--- src/rtl/upc_pkg.sv ---
package upc_pkg;
  localparam logic [1:0] PRIV_U = 2'b00;
  localparam logic [1:0] PRIV_S = 2'b01;
  localparam logic [1:0] PRIV_M = 2'b11;

  localparam logic [1:0] ACC_FETCH = 2'b00;
  localparam logic [1:0] ACC_LOAD  = 2'b01;
  localparam logic [1:0] ACC_STORE = 2'b10;

  localparam logic [1:0] CAUSE_NONE = 2'b00;
  localparam logic [1:0] CAUSE_IPF  = 2'b01;
  localparam logic [1:0] CAUSE_LPF  = 2'b10;
  localparam logic [1:0] CAUSE_SPF  = 2'b11;

  typedef struct packed {
    logic v;
    logic r;
    logic w;
    logic x;
    logic u;
  } pte_flags_t;
endpackage

--- src/rtl/upc_status_regs.sv ---
module upc_status_regs #(
  parameter bit HAS_SMODE = 1'b1
) (
  input  logic clk_i,
  input  logic rst_ni,
  input  logic we_i,
  input  logic sum_i,
  input  logic mprv_i,
  output logic sum_o,
  output logic mprv_o
);
  logic mprv_q;

  always_ff @(posedge clk_i or negedge rst_ni) begin
    if (!rst_ni)   mprv_q <= 1'b0;
    else if (we_i) mprv_q <= mprv_i;
  end

  generate
    if (HAS_SMODE) begin : g_sum
      logic sum_q;
      always_ff @(posedge clk_i or negedge rst_ni) begin
        if (!rst_ni)   sum_q <= 1'b0;
        else if (we_i) sum_q <= sum_i;
      end
      assign sum_o = sum_q;
    end else begin : g_nosum
      assign sum_o = 1'b0;
    end
  endgenerate

  assign mprv_o = mprv_q;

  AST_SUM_WRITE: assert property (@(posedge clk_i) disable iff (!rst_ni)
    we_i |=> sum_o == ($past(sum_i) & HAS_SMODE));
  AST_MPRV_HOLD: assert property (@(posedge clk_i) disable iff (!rst_ni)
    !we_i |=> $stable(mprv_o));
  AST_SUM_ABSENT: assert property (@(posedge clk_i) disable iff (!rst_ni)
    !HAS_SMODE |-> !sum_o);
endmodule

--- src/rtl/upc_eff_priv.sv ---
module upc_eff_priv
  import upc_pkg::*;
(
  input  logic [1:0] priv_i,
  input  logic [1:0] acc_i,
  input  logic       mprv_i,
  input  logic [1:0] mpp_i,
  output logic [1:0] eff_o
);
  logic [1:0] sel;

  // only data accesses issued in machine mode honour the previous-mode field
  always_comb begin
    sel = priv_i;
    if (acc_i != ACC_FETCH && priv_i[1] && mprv_i) sel = mpp_i;
    eff_o = sel[1] ? PRIV_M : sel;
  end
endmodule

--- src/rtl/upc_perm_eval.sv ---
module upc_perm_eval
  import upc_pkg::*;
(
  input  logic [1:0] eff_i,
  input  logic [1:0] acc_i,
  input  logic       paged_i,
  input  logic       sum_i,
  input  pte_flags_t flags_i,
  output logic       fault_o,
  output logic [1:0] cause_o
);
  logic is_fetch, is_load, priv_bad, perm_bad;

  assign is_fetch = (acc_i == ACC_FETCH);
  assign is_load  = (acc_i == ACC_LOAD);

  always_comb begin
    priv_bad = 1'b0;
    unique case (eff_i)
      PRIV_U:  priv_bad = !flags_i.u;
      PRIV_S:  priv_bad = is_fetch ? flags_i.u : (flags_i.u && !sum_i);
      default: priv_bad = 1'b0;
    endcase
  end

  always_comb begin
    if (is_fetch)     perm_bad = !flags_i.x;
    else if (is_load) perm_bad = !flags_i.r;
    else              perm_bad = !flags_i.w;
  end

  assign fault_o = paged_i && (eff_i != PRIV_M) && (!flags_i.v || priv_bad || perm_bad);

  always_comb begin
    if (!fault_o)     cause_o = CAUSE_NONE;
    else if (is_fetch) cause_o = CAUSE_IPF;
    else if (is_load)  cause_o = CAUSE_LPF;
    else               cause_o = CAUSE_SPF;
  end
endmodule

--- src/rtl/upc_user_page_check.sv ---
module upc_user_page_check
  import upc_pkg::*;
#(
  parameter bit HAS_SMODE = 1'b1
) (
  input  logic       clk_i,
  input  logic       rst_ni,
  input  logic       csr_we_i,
  input  logic       csr_sum_i,
  input  logic       csr_mprv_i,
  input  logic [1:0] mpp_i,
  input  logic [1:0] priv_i,
  input  logic       paged_i,
  input  logic       acc_valid_i,
  input  logic [1:0] acc_type_i,
  input  logic       pte_v_i,
  input  logic       pte_r_i,
  input  logic       pte_w_i,
  input  logic       pte_x_i,
  input  logic       pte_u_i,
  output logic       sum_o,
  output logic       mprv_o,
  output logic       res_valid_o,
  output logic       allow_o,
  output logic       fault_o,
  output logic [1:0] cause_o
);
  logic       sum_q, mprv_q, fault_c;
  logic [1:0] eff, cause_c;
  pte_flags_t flags;
  logic       valid_q, allow_q, fault_q;
  logic [1:0] cause_q;

  assign flags = '{v: pte_v_i, r: pte_r_i, w: pte_w_i, x: pte_x_i, u: pte_u_i};

  upc_status_regs #(.HAS_SMODE(HAS_SMODE)) u_regs (
    .clk_i (clk_i), .rst_ni(rst_ni), .we_i(csr_we_i),
    .sum_i (csr_sum_i), .mprv_i(csr_mprv_i),
    .sum_o (sum_q), .mprv_o(mprv_q)
  );

  upc_eff_priv u_eff (
    .priv_i(priv_i), .acc_i(acc_type_i), .mprv_i(mprv_q),
    .mpp_i (mpp_i), .eff_o(eff)
  );

  upc_perm_eval u_perm (
    .eff_i (eff), .acc_i(acc_type_i), .paged_i(paged_i), .sum_i(sum_q),
    .flags_i(flags), .fault_o(fault_c), .cause_o(cause_c)
  );

  always_ff @(posedge clk_i or negedge rst_ni) begin
    if (!rst_ni) begin
      valid_q <= 1'b0;
      allow_q <= 1'b0;
      fault_q <= 1'b0;
      cause_q <= CAUSE_NONE;
    end else begin
      valid_q <= acc_valid_i;
      allow_q <= acc_valid_i && !fault_c;
      fault_q <= acc_valid_i && fault_c;
      cause_q <= acc_valid_i ? cause_c : CAUSE_NONE;
    end
  end

  assign sum_o       = sum_q;
  assign mprv_o      = mprv_q;
  assign res_valid_o = valid_q;
  assign allow_o     = allow_q;
  assign fault_o     = fault_q;
  assign cause_o     = cause_q;

  AST_RESULT_LATENCY: assert property (@(posedge clk_i) disable iff (!rst_ni)
    acc_valid_i |=> res_valid_o);
  AST_NO_SPURIOUS: assert property (@(posedge clk_i) disable iff (!rst_ni)
    !acc_valid_i |=> !res_valid_o && !allow_o && !fault_o);
  AST_BARE_GRANT: assert property (@(posedge clk_i) disable iff (!rst_ni)
    acc_valid_i && !paged_i |=> allow_o);
  AST_MACHINE_BYPASS: assert property (@(posedge clk_i) disable iff (!rst_ni)
    acc_valid_i && priv_i == PRIV_M && (acc_type_i == ACC_FETCH || !mprv_o || mpp_i == PRIV_M)
    |=> allow_o);
  AST_SUM_CLEAR_FAULT: assert property (@(posedge clk_i) disable iff (!rst_ni)
    acc_valid_i && paged_i && pte_u_i && !sum_o && acc_type_i != ACC_FETCH &&
    (priv_i == PRIV_S || (priv_i == PRIV_M && mprv_o && mpp_i == PRIV_S)) |=> fault_o);
  AST_USER_KPAGE: assert property (@(posedge clk_i) disable iff (!rst_ni)
    acc_valid_i && paged_i && priv_i == PRIV_U && !pte_u_i |=> fault_o);
  AST_SFETCH_UPAGE: assert property (@(posedge clk_i) disable iff (!rst_ni)
    acc_valid_i && paged_i && priv_i == PRIV_S && acc_type_i == ACC_FETCH && pte_u_i
    |=> fault_o);
  AST_INVALID_PTE: assert property (@(posedge clk_i) disable iff (!rst_ni)
    acc_valid_i && paged_i && !pte_v_i && priv_i != PRIV_M |=> fault_o);
  AST_VERDICT_EXCL: assert property (@(posedge clk_i) disable iff (!rst_ni)
    res_valid_o |-> (allow_o ^ fault_o));
  AST_FETCH_CAUSE: assert property (@(posedge clk_i) disable iff (!rst_ni)
    acc_valid_i && acc_type_i == ACC_FETCH |=> fault_o == (cause_o == CAUSE_IPF));
endmodule

--- config.mk ---
export PLATFORM = sky130hd
export DESIGN_NAME = upc_user_page_check
export DESIGN_NICKNAME = d
export VERILOG_FILES = /design/src/rtl/upc_pkg.sv /design/src/rtl/upc_status_regs.sv /design/src/rtl/upc_eff_priv.sv /design/src/rtl/upc_perm_eval.sv /design/src/rtl/upc_user_page_check.sv
export SDC_FILE = /design/constraint.sdc
export NUM_CORES = 1
export LEC_CHECK = 0
export ABC_AREA = 1
export BUFFER_PORTS_ARGS = -buffer_cell sky130_fd_sc_hd__buf_2
export CAP_MARGIN = 10
export CORE_AREA = 4 4 41 43
export CTS_BUF_LIST = sky130_fd_sc_hd__clkbuf_16
export DETAILED_ROUTE_END_ITERATION = 7
export DIE_AREA = 0 0 45 47
export GPL_ROUTABILITY_DRIVEN = 0
export PLACE_DENSITY = 0.63
export SYNTH_ARGS = -nofsm -noshare
export SYNTH_HDL_FRONTEND = slang
export SYNTH_SLANG_ARGS = --single-unit
--- constraint.sdc ---
create_clock -name clk_i -period 1.24 [get_ports clk_i]
set_clock_uncertainty 0.2 [all_clocks]
set_input_delay 0.248 -clock clk_i [delete_from_list [all_inputs] [get_ports clk_i]]
set_output_delay 0.248 -clock clk_i [all_outputs]
set_load 0.005 [all_outputs]
# Word-level counts from Yosys, hierarchy flattened

Cells that the tools add are included.
W data, S select, Z words.

Output and inout bits: 7
Register bits after elaboration: 7

Eq/ne operators: 3
Reduce and logical (&&, ||, !) cells: 19
Mux-type cells: 10

Operators by type and width:

| cell                 | number |
|---|---|
| $mux W2              | 5 |
| $logic_and A1 B1 Y1  | 7 |
| $logic_not A1 Y1     | 7 |
| $eq A2 B1 Y1 const B | 2 |
| $logic_not A2 Y1     | 2 |
| $mux W1              | 4 |
| $logic_or A1 B1 Y1   | 2 |
| $ne A2 B2 Y1 const B | 1 |
| $pmux W1 S2          | 1 |
| $reduce_bool A2 Y1   | 1 |

# Logic depth before layout (Yosys ltp)

Depth after elaboration: 12
Gate-level depth with buffers: 9

# Modules after synthesis

Synthesis repeated with hierarchy kept, for this count alone.

Cells, all modules: 62
Area, all modules: 405.4 um^2

Modules (own cells, without submodules):

| module              | instances | area each (um^2) | seq. area each (um^2) | cells an instance |
|---|---|---|---|---|
| upc_user_page_check | 1         | 157.7            | 125.1                 | 13 |
| upc_perm_eval       | 1         | 106.4            | 0.0                   | 26 |
| upc_status_regs     | 1         | 76.3             | 50.0                  | 9 |
| upc_eff_priv        | 1         | 65.1             | 0.0                   | 14 |

# Worst setup path before layout

No wires, ideal clock.

Kind: reg2reg
Start: reg u_regs.mprv_q (netlist: u_regs.mprv_o)
End: reg cause_q[1] (netlist: cause_o[1])
Setup slack: 0.022 ns
Arrival: 0.895 ns
Path buffers: 0
Stages on the path, launching flop included: 10
Library setup time: 0.123 ns
Cells stage by stage: dfrtp_1 -> nand2_1 -> inv_1 -> nand2_1 -> nand2_1 -> nand2_1 -> nand3_1 -> nand3_2 -> nand3_2 -> nor2_1

Word-level cells in the longest chain between the ends: 10

RTL lines:

| element                                          | line                      | RTL |
|---|---|---|
| start, declared                                  | upc_status_regs.sv:12     | `logic mprv_q;` |
| start signal, assigned                           | upc_status_regs.sv:16     | `else if (we_i) mprv_q <= mprv_i;` |
| $logic_and A1 B1 Y1 (*)                          | upc_eff_priv.sv:15        | `if (acc_i != ACC_FETCH && priv_i[1] && mprv_i) sel = mpp_i;` |
| $mux W2 (*)                                      | upc_eff_priv.sv:15        |  |
| $mux W2 (*)                                      | upc_eff_priv.sv:16        | `eff_o = sel[1] ? PRIV_M : sel;` |
| $eq A2 B1 Y1 or $logic_not A2 Y1 (tied branches) | upc_perm_eval.sv:19       | `unique case (eff_i)` |
| $pmux W1 S2                                      | upc_perm_eval.sv:19       |  |
| $logic_or A1 B1 Y1 (2 in series)                 | upc_perm_eval.sv:32       | `assign fault_o = paged_i && (eff_i != PRIV_M) && (!flags_i.v \|\| priv_bad \|\| perm_bad);` |
| $logic_and A1 B1 Y1 (*)                          | upc_perm_eval.sv:32       |  |
| $mux W2 (*)                                      | upc_perm_eval.sv:35       | `if (!fault_o) cause_o = CAUSE_NONE;` |
| $mux W2 (*)                                      | upc_user_page_check.sv:62 | `cause_q <= acc_valid_i ? cause_c : CAUSE_NONE;` |
| end signal, assigned                             | upc_user_page_check.sv:62 |  |
| end, declared                                    | upc_user_page_check.sv:32 | `logic [1:0] cause_q;` |

Every way passes the cells marked *; elsewhere a longest branch is shown, timed or not.
A chain may end at the register's enable or synchronous reset.

# Worst setup path in the final report

Start: reg u_regs.mprv_q (netlist: u_regs.mprv_o)
End: out mprv_o

RTL lines:

| element       | line                      | RTL |
|---|---|---|
| end, declared | upc_user_page_check.sv:22 | `output logic mprv_o,` |

No word-level cell between the ends.

==> flow_summary.toml <==
[timing]
whs_ps = 58.1
worstMarginPinSlew_ps = 212
rsz0062_at_grt = "true"
post-route-period-util = 1.05
setup_viol = 5
slew-limit-headroom = 0.858
worst_slack_ps = -62.8
period_minus_slack_ps = 1300
hold_violations = 0
fmax_mhz = 768
slew_viol_final = 0

[final_layout]
final_common_cell = "buf_2"
final_layout_size_suffix_gt1_frac = 0.507
finalNonFillerCells = 88
synthToLayoutAreaGrowth_pct = 81.4
final_cell_mix = "23 x buf_2, 10 x nand2_1, 7 x inv_1, 7 x dfrtp_1, 4 x nor2_1"
nets = 92
diodes = 0

[run_status]
violations = "negative setup slack"
status = "complete, but fails checks"

[synth]
ys_types = 13
netlist_instances = 40
synthTopCellsByArea = "dfrtp_1 51%, nand2_1 11%, inv_1 6.6%, mux2_2 6.6%, nand3_2 5.8%"
yosysWarnings = 0
yosys.area.top_type = "dfrtp_1"
syn_area_per_cell_um2 = 8.57
synth-seq-area-share = 0.511
ys_ff_latch = 7
synth_area_um2 = 343
synth_top_area_frac = 0.511
syn_nets = 58

[pwr]
p_per_area_nw_per_um2 = 1450
p_leak_nw = 0.359
p_comb_frac = 0.136
fin_total_pwr_mw = 0.903
seq_power_share = 0.280
ir_worst_vdd_mv = 0.553
p_clk_frac = 0.584
cell_internal_pwr_mw = 0.733
switching_power_mw = 0.171
swShare = 0.189

[place]
place_hpwl_um = 695
io_buffers = 24
dpl.cell_count = 82

[worst_hold_path]
whs_endpoint = "u_regs.sum_o"
hold_start = "csr_sum_i"
hold_class = "in2reg"
min_path_cells = 2

[floorplanning]
die_w_um = 45
dieArea_um2 = 2120
die_y_um = 47
ioPinCount = 25
core_area_um2 = 1300
rows = 13
initial_utilization = 0.263

[drt]
drc = 0
postRouteAntennaNets = 0
vias_per_cell = 4.09
first_iter_violations = 2
routed_wl_um = 807
drtPass1Iterations = 2
dr_total_vias = 360
wl_per_cell_um = 9.17

[setup_path]
start_kind = "flip-flop"
slowest_delay_ps = 400
r2r-end = "cause_o[0]"
path_cells = "buf_6 > buf_6"
worst-path-max-fanout = 3
crit_arrival_ps = 850
path_class = "reg2out"
crit_top_cell = "buf_6"
cp_slowest_cell = "dfrtp_1"
setup.worst_path.start = "u_regs.mprv_o"
critPathRequiredTime_ps = 790
reg2regPathDepth = 6
rrSetupSlack_ps = -50
cp-end-kind = "output port"
r2r-start = "u_regs.mprv_o"

[global_route]
grt_max_degree = 8
grt_pass1_vias = 337
grt_remaining_overflow = 0
grt_pass1_wl_um = 1260
grt_usage = 0.0869
antenna_found_initial = 0

[clock_tree]
cts_buffers = 3
cts_tree = "yes"
root_buffer = "clkbuf_16"
clk_pin_slew_ps = 30
clock_sinks = 7
htreeDepth = 1
cts.path.max_buffers = 2
clk_latency_ps = 230

[job]
max_cap_viol_count = 0
==> worst max-delay path by stage <==
stage | depth (start not counted) | slack (ps) | endpoint
after floorplan | 9 | 20 | cause_o[1]
after global placement | 9 | -60 | cause_o[0]
after detailed placement | 9 | -70 | cause_o[0]
after CTS | 2 | -70 | mprv_o
after global routing | 9 | -170 | cause_o[0]
final | 2 | -60 | mprv_o
==> power by group through the flow <==
stage | Combinational (mW) | Clock (mW) | Sequential, mW
6_report | 0.123 | 0.528 | 0.253
5_1_grt | 0.137 | 0.550 | 0.255
4_1_cts | 0.123 | 0.538 | 0.253
3_5_place_dp | 0.109 | 0 | 0.255
3_3_place_gp | 0.108 | 0 | 0.255
2_1_floorplan | 0.0432 | 0 | 0.257
==> cells by family (layout without fill, tap and decap cells) <==
kind of cell	count (synthesis)	after routing	synth area share
AND/OR/NAND/NOR	21	21	0.296
multiplexers	2	2	0.0657
buffers and inverters	7	40	0.0766
AO/OA/AOI/OAI	3	3	0.0511
flip-flops	7	7	0.511
==> state kept, by name (all words and copies together), names as in the netlist <==
name,flops
res_valid_o,1
cause_o,2
u_regs.mprv_o,1
fault_o,1
allow_o,1
u_regs.sum_o,1
==> area by class of cell <==
| class | count | area (um^2) |
|---|---|---|
| flip-flops and latches | 7 | 175 |
| fillers | 137 | 679 |
| inverters | 7 | 26.3 |
| clock inverters | 1 | 3.75 |
| multi-input cells | 26 | 150 |
| clock buffers | 3 | 75.1 |
| well taps | 15 | 18.8 |
| repair buffers | 29 | 173 |
==> metrics by stage <==
step / util / area, um^2 / TNS (ps) / worst slack [ps]
2_1_floorplan: - / 343 / 0 / 21.6
3_3_place_gp: 0.388 / 504 / -201 / -62.2
3_5_place_dp: 0.388 / 504 / -224 / -68.2
4_1_cts: 0.474 / 617 / -212 / -67.3
5_1_grt: 0.478 / 622 / -725 / -169
6_report: 0.478 / 622 / -167 / -62.8
==> cell usage after synthesis (all sizes together) <==
library cell  count
nand3             5
o21ai             1
and2              1
clkinv            1
nand2            10
nor2              4
inv               6
dfrtp             7
mux2              2
a21boi            1
nand4             1
a21oi             1
==> critical path: cells and delay by family, from the launching register on <==
| kind | cells | cell delay, ps |
|---|---|---|
| buffers and inverters | 2 | 230 |
| DFF | 1 | 400 |
==> layer usage <==
metal	up-vias	part of all wire	track usage
met5	-	0	0
met2	20	0.42	0.116
met1	146	0.44	0.105
li1	192	-	-
met3	2	0.12	0.0307
met4	0	0.015	0.0877
==> timing repair <==
item / 4_1_cts / 5_1_grt
gates resized for setup: 3 / 1
buffers inserted: 0 / 0
endpoints found under the hold margin: 8 / 0
pin swaps: 0 / 1
cloned: 0 / 0
setup endpoints to repair: 4 / 5
hold buffers: 2 / 0
No activity file was read; power rests on OpenSTA's default activity.
